`config.mk`:
```
export PLATFORM = sky130hd
export DESIGN_NAME = multi_stage_trigger
export DESIGN_NICKNAME = d
export VERILOG_FILES = /design/src/rtl/trig_pkg.sv /design/src/rtl/trig_loader.sv /design/src/rtl/trig_stage.sv /design/src/rtl/trig_seq.sv /design/src/rtl/multi_stage_trigger.sv
export SDC_FILE = /design/constraint.sdc
export NUM_CORES = 1
export LEC_CHECK = 0
export BUFFER_PORTS_ARGS = -buffer_cell sky130_fd_sc_hd__clkbuf_2
export CORE_MARGIN = 2
export CORE_UTILIZATION = 42
export CTS_BUF_LIST = sky130_fd_sc_hd__clkbuf_4
export DETAILED_ROUTE_END_ITERATION = 12
export PLACE_DENSITY_LB_ADDON = 0.25
export REMOVE_ABC_BUFFERS = 1
export SLEW_MARGIN = 10
export SYNTH_ARGS = -nofsm -noshare
export SYNTH_HDL_FRONTEND = slang
export SYNTH_HIERARCHICAL = 1
export SYNTH_SLANG_ARGS = --single-unit
```
`constraint.sdc`:
```
create_clock -name clk_i -period 3.45 [get_ports clk_i]
set_input_delay 1.035 -clock clk_i [delete_from_list [all_inputs] [get_ports clk_i]]
set_output_delay 1.035 -clock clk_i [all_outputs]
set_load 0.02 [all_outputs]
```
`src/rtl/trig_pkg.sv`:
```
package trig_pkg;
  localparam int REG_W         = 32;
  localparam int CFG_LVL_LSB   = 16;
  localparam int CFG_START_BIT = 27;

  typedef enum logic [1:0] {
    KIND_MASK  = 2'd0,
    KIND_VALUE = 2'd1,
    KIND_CFG   = 2'd2,
    KIND_EDGE  = 2'd3
  } reg_kind_e;

  typedef struct packed {
    logic [REG_W-1:0] mask;
    logic [REG_W-1:0] value;
    logic [REG_W-1:0] cfg;
    logic [REG_W-1:0] edge_sel;
  } stage_cfg_t;
endpackage

```
`src/rtl/trig_loader.sv`:
```
module trig_loader
  import trig_pkg::*;
#(
  parameter int                NUM_STAGES = 4,
  parameter int                ADDR_W     = 8,
  parameter logic [ADDR_W-1:0] ADDR_BASE  = 8'hC0
) (
  input  logic              clk_i,
  input  logic              rst_ni,
  input  logic              wr_en_i,
  input  logic [ADDR_W-1:0] wr_addr_i,
  input  logic [7:0]        wr_byte_i,
  output stage_cfg_t        cfg_o [NUM_STAGES],
  output logic [1:0]        phase_o
);
  localparam int SPAN = NUM_STAGES * 4;

  logic [1:0]        phase_q;
  logic [23:0]       shadow_q;
  logic [ADDR_W-1:0] addr_q;
  logic [ADDR_W-1:0] tgt_addr, off;
  logic              commit, in_range;
  logic [REG_W-1:0]  word;
  reg_kind_e         kind;

  // address of a group is the one seen with its first byte
  assign tgt_addr = (phase_q == 2'd0) ? wr_addr_i : addr_q;
  assign off      = tgt_addr - ADDR_BASE;
  assign in_range = (tgt_addr >= ADDR_BASE) && (off < ADDR_W'(SPAN));
  assign commit   = wr_en_i && (phase_q == 2'd3) && in_range;
  assign word     = {wr_byte_i, shadow_q};
  assign kind     = reg_kind_e'(off[1:0]);
  assign phase_o  = phase_q;

  always_ff @(posedge clk_i or negedge rst_ni) begin
    if (!rst_ni) begin
      phase_q  <= '0;
      shadow_q <= '0;
      addr_q   <= '0;
    end else if (wr_en_i) begin
      phase_q  <= phase_q + 2'd1;
      shadow_q <= {wr_byte_i, shadow_q[23:8]};
      if (phase_q == 2'd0) addr_q <= wr_addr_i;
    end
  end

  for (genvar s = 0; s < NUM_STAGES; s++) begin : g_stage
    logic hit_s;
    assign hit_s = commit && (off[ADDR_W-1:2] == (ADDR_W-2)'(s));
    always_ff @(posedge clk_i or negedge rst_ni) begin
      if (!rst_ni) begin
        cfg_o[s] <= '0;
      end else if (hit_s) begin
        unique case (kind)
          KIND_MASK:  cfg_o[s].mask     <= word;
          KIND_VALUE: cfg_o[s].value    <= word;
          KIND_CFG:   cfg_o[s].cfg      <= word;
          KIND_EDGE:  cfg_o[s].edge_sel <= word;
        endcase
      end
    end
  end
endmodule

```
`src/rtl/trig_stage.sv`:
```
module trig_stage
  import trig_pkg::*;
#(
  parameter int NUM_CH = 32,
  parameter int LVL_W  = 2
) (
  input  stage_cfg_t        cfg_i,
  input  logic [NUM_CH-1:0] cur_i,
  input  logic [NUM_CH-1:0] prev_i,
  input  logic              have_prev_i,
  output logic              hit_o,
  output logic [LVL_W-1:0]  level_o,
  output logic              start_o
);
  logic [NUM_CH-1:0] val, msk, esel, lvl_ok, rise, fall, edg_ok, cond;
  logic              off_stage;

  assign val  = cfg_i.value[NUM_CH-1:0];
  assign msk  = cfg_i.mask[NUM_CH-1:0];
  assign esel = cfg_i.edge_sel[NUM_CH-1:0];

  assign level_o = cfg_i.cfg[CFG_LVL_LSB +: LVL_W];
  assign start_o = cfg_i.cfg[CFG_START_BIT];

  assign lvl_ok = ~(cur_i ^ val);
  assign rise   = ~prev_i & cur_i;
  assign fall   = prev_i & ~cur_i;
  assign edg_ok = ((val & rise) | (~val & fall)) & {NUM_CH{have_prev_i}};
  assign cond   = (esel & edg_ok) | (~esel & lvl_ok);

  // all-zero compare words at the top level mark an unused stage
  assign off_stage = (cfg_i.mask == '0) && (cfg_i.value == '0) && (&level_o);
  assign hit_o     = (&(~msk | cond)) && !off_stage;
endmodule

```
`src/rtl/trig_seq.sv`:
```
module trig_seq #(
  parameter int NUM_STAGES = 4,
  parameter int LVL_W      = 2
) (
  input  logic                             clk_i,
  input  logic                             rst_ni,
  input  logic                             arm_i,
  input  logic                             valid_i,
  input  logic [NUM_STAGES-1:0]            hit_i,
  input  logic [NUM_STAGES-1:0]            start_i,
  input  logic [NUM_STAGES-1:0][LVL_W-1:0] level_i,
  output logic [LVL_W-1:0]                 lvl_o,
  output logic                             trig_o
);
  logic                  run_q, trig_q;
  logic [LVL_W-1:0]      lvl_q;
  logic [NUM_STAGES-1:0] elig;
  logic                  fire, adv;

  for (genvar s = 0; s < NUM_STAGES; s++) begin : g_elig
    assign elig[s] = run_q && valid_i && !arm_i && hit_i[s] && (level_i[s] == lvl_q);
  end

  assign fire = |(elig & start_i);
  assign adv  = |(elig & ~start_i);

  always_ff @(posedge clk_i or negedge rst_ni) begin
    if (!rst_ni) begin
      run_q  <= 1'b0;
      lvl_q  <= '0;
      trig_q <= 1'b0;
    end else begin
      trig_q <= fire;
      if (arm_i) begin
        run_q <= 1'b1;
        lvl_q <= '0;
      end else if (fire) begin
        run_q <= 1'b0;
      end else if (adv && !(&lvl_q)) begin
        lvl_q <= lvl_q + 1'b1;
      end
    end
  end

  assign lvl_o  = lvl_q;
  assign trig_o = trig_q;
endmodule

```
`src/rtl/multi_stage_trigger.sv`:
```
module multi_stage_trigger
  import trig_pkg::*;
#(
  parameter int                NUM_CH     = 32,
  parameter int                NUM_STAGES = 4,
  parameter int                ADDR_W     = 8,
  parameter logic [ADDR_W-1:0] ADDR_BASE  = 8'hC0
) (
  input  logic              clk_i,
  input  logic              rst_ni,
  input  logic              wr_en_i,
  input  logic [ADDR_W-1:0] wr_addr_i,
  input  logic [7:0]        wr_byte_i,
  input  logic              arm_i,
  input  logic              sample_valid_i,
  input  logic [NUM_CH-1:0] sample_i,
  output logic              trig_o
);
  localparam int LVL_W = $clog2(NUM_STAGES);

  stage_cfg_t                      cfg [NUM_STAGES];
  logic [1:0]                      wr_phase;
  logic [NUM_CH-1:0]               prev_q;
  logic                            have_prev_q;
  logic [NUM_STAGES-1:0]           hit, start;
  logic [NUM_STAGES-1:0][LVL_W-1:0] level;
  logic [LVL_W-1:0]                progress;

  trig_loader #(
    .NUM_STAGES(NUM_STAGES), .ADDR_W(ADDR_W), .ADDR_BASE(ADDR_BASE)
  ) u_loader (
    .clk_i, .rst_ni, .wr_en_i, .wr_addr_i, .wr_byte_i,
    .cfg_o(cfg), .phase_o(wr_phase)
  );

  always_ff @(posedge clk_i or negedge rst_ni) begin
    if (!rst_ni) begin
      prev_q      <= '0;
      have_prev_q <= 1'b0;
    end else if (sample_valid_i) begin
      prev_q      <= sample_i;
      have_prev_q <= 1'b1;
    end
  end

  for (genvar s = 0; s < NUM_STAGES; s++) begin : g_stage
    trig_stage #(.NUM_CH(NUM_CH), .LVL_W(LVL_W)) u_stage (
      .cfg_i(cfg[s]), .cur_i(sample_i), .prev_i(prev_q),
      .have_prev_i(have_prev_q),
      .hit_o(hit[s]), .level_o(level[s]), .start_o(start[s])
    );
  end

  trig_seq #(.NUM_STAGES(NUM_STAGES), .LVL_W(LVL_W)) u_seq (
    .clk_i, .rst_ni, .arm_i, .valid_i(sample_valid_i),
    .hit_i(hit), .start_i(start), .level_i(level),
    .lvl_o(progress), .trig_o
  );
endmodule

```
==> summary.md <==
| Metric | Value |
|---|---|
| Vias in the first global route | `17,900` |
| Fillers | `5,124` |
| DRC Markers | `0` |
| Leakage | `13.2 nW` |
| Slew margin rel. | `35.2%` |
| Power per Cell Area | `567 mW/mm²` |
| Vias | `17,600` |
| Via density | `5.75` |
| FF-to-FF Start | `have_prev_q$_DFFE_PN0P_` |
| Initial antenna violation count | `5` |
| Remaining global-route overflow | `0` |
| Register Area | `0.0117 mm²` |
| YS warnings | `6` |
| Die Y | `243 µm` |
| Max-cap viol count | `0` |
| Worst min-delay path class | `primary input to flop` |
| Num CTS Buffers | `136` |
| Min Hold Slack | `0.334 ns` |
| Final worst-path cycle share | `100%` |
| FF-to-FF End | `u_seq/lvl_o[0]$_DFFE_PN0P_` |
| Clock Skew | `0.0445 ns` |
| Worst setup margin | `-0.00963 ns` |
| Critical path origin | `have_prev_q$_DFFE_PN0P_` |
| NumNets Final | `2,265` |
| Data required time of the worst path | `4.25 ns` |
| Status | `finished with violations` |
| RSZ-0062 raised after global routing | `no` |
| Wire per inst | `24.6 µm` |
| Post-route ant nets | `0` |
| HPWL after DPL | `49.5 mm` |
| Number of DRC markers in iteration 0 | `1,556` |
| Clock Sinks | `467` |
| Max Fclk | `0.289 GHz` |
| Failing checks | `setup timing` |
| Mapped cell area | `0.0241 mm²` |
| DIE AREA | `0.0592 mm²` |
| CTS root buf | `clkbuf_4` |
| Finished Cell Area | `0.0273 mm²` |
| Die Wd | `243 µm` |
| Final wirelength | `75.3 mm` |
| Crit end category | `flop` |
| Cell count after synthesis | `2,025` |
| Clock slew at reported path FFs | `0.06 ns` |
| Min Tclk post-route | `3.46 ns` |
| CP Launch Type | `flop` |
| Max VDD drop | `0.311 mV` |
| PortBufs | `53` |
| Core area | `0.0565 mm²` |
| Multi-input gate area | `0.0116 mm²` |
| Drt pass-1 iters | `5` |
| Area of placed instances | `0.0256 mm²` |
| Io pins | `54` |
| R2r setup slk | `-0.01 ns` |
| Placement row count | `87` |
| Maximum number of pins on one net before global-route repair | `142` |
| Worst r2r path cells | `10` |
| H-tree level count | `4` |
| Later-pin clock latency in the skew report | `0.97 ns` |
| CTS Buffer Depth | `3` |
| Layout area overhead | `13.5%` |
| Final Hold Viols | `0` |
| First-pass GRT wire length | `114 mm` |
| Initial core utilization | `42.6%` |
| # setup viols final | `1` |
| Share of layout cells above drive strength 1 | `36.5%` |
| CP Max Fanout | `18` |
| CTS tree | `built` |
| Worst-Margin Slew | `0.972 ns` |
| Avg Inst Size Synth | `11.9 µm²` |
| RePlAce Congestion | `0.914` |
| WP data arrival | `4.26 ns` |
| Crit path kind | `flop to flop` |
| GRT Util Overall | `25.8%` |
| Max-slew violation count | `0` |
| Worst setup path endpoint | `u_seq/lvl_o[0]$_DFFE_PN0P_` |
[metal layers]
layer,track usage (%),vias to the layer above,part of all wire (%)
li1,-,7916,-
met2,41.0,526,47
met4,9.82,4,2.9
met1,34.4,9023,44
met3,5.89,145,6.0
met5,0,-,0.035
[cell usage in the layout (no fill, tap or decap), types with 7 or more instances in the layout]
cell,count
a21oi_1,124
buf_12,16
buf_4,88
clkbuf_2,51
clkbuf_4,196
clkinv_1,22
dfrtp_1,466
inv_1,7
inv_2,10
mux2_1,30
mux2_2,371
mux2_4,59
nand2_1,121
nand2b_1,94
nand3b_1,34
nand4_1,20
nor2_1,8
nor3_1,8
nor3_2,12
nor4_1,89
o21ai_0,119
o21ai_1,12
o22ai_1,108
or3b_1,32
xor2_1,132
[power breakdown]
part / total [mW] / switching [mW] / internal (mW)
clock network: 5.21 / 2.40 / 2.81
registers: 6.83 / 0.790 / 6.04
logic: 3.46 / 1.83 / 1.62
[critical path, cell delays in order, from the launching register on]
cell      delay, ns
dfrtp_4        0.69
buf_12         0.22
a21oi_1        0.17
nor4_1         0.70
nand4_1        0.20
nor3_2         0.36
nand4b_1       0.18
nor4b_1        0.34
a2111o_1       0.21
nor3_2         0.08
mux2i_1        0.14
[flip-flops by register name (all words and copies together), names as in the netlist]
signal	cells
u_seq/run_q	1
u_loader/cfg_o	396
prev_q	32
u_seq/trig_o	1
u_loader/shadow_q	24
have_prev_q	1
u_seq/lvl_o	2
u_loader/addr_q	8
u_loader/phase_o	2
[stage by stage]
step / power [mW] / worst slack, ns / setup TNS (ns) / util (%) / instances
finish: 15.5 / -0.00963 / -0.00963 / 48.3 / 3063
global route: 16.3 / 0.00282 / 0 / 48.3 / 3063
CTS: 15.6 / 0.0153 / 0 / 48.3 / 3056
detailed placement: 10.3 / -0.512 / -1.74 / 45.3 / 2825
global placement: 10.2 / -0.387 / -1.29 / 45.3 / 2825
floorplan: 8.42 / -0.218 / -13.38 / - / 1912
[worst min-delay path by stage]
stage	cells past startpoint	to	slack, ns	from
6_report	2	u_loader/addr_q[6]$_DFFE_PN0P_	0.33	wr_addr_i[6]
5_1_grt	2	u_loader/addr_q[4]$_DFFE_PN0P_	0.25	wr_addr_i[4]
4_1_cts	2	u_loader/addr_q[6]$_DFFE_PN0P_	0.22	wr_addr_i[6]
3_5_place_dp	1	u_loader/cfg_o[385]$_DFFE_PN0P_	0.47	u_loader/cfg_o[385]$_DFFE_PN0P_
3_3_place_gp	1	u_loader/cfg_o[266]$_DFFE_PN0P_	0.46	u_loader/cfg_o[266]$_DFFE_PN0P_
2_1_floorplan	1	u_loader/cfg_o[385]$_DFFE_PN0P_	0.45	u_loader/cfg_o[385]$_DFFE_PN0P_
[what timing repair did]
item	4_1_cts	5_1_grt
gates resized for setup	1	1
endpoints found under the hold margin	14	0
setup buffers	0	1
setup endpoints to repair	2	2
hold buffers	1	0
[layout make-up]
| type | count | share of cell area (%) |
|---|---|---|
| diodes | 6 | 0.0550 |
| clock buffers | 196 | 5.39 |
| clock inverters | 34 | 0.770 |
| inverters | 11 | 0.151 |
| multi-input cells | 1434 | 42.6 |
| flip-flops and latches | 467 | 42.8 |
| well taps | 756 | 3.46 |
| repair buffers | 159 | 4.74 |
No activity file was read; power rests on OpenSTA's default activity.
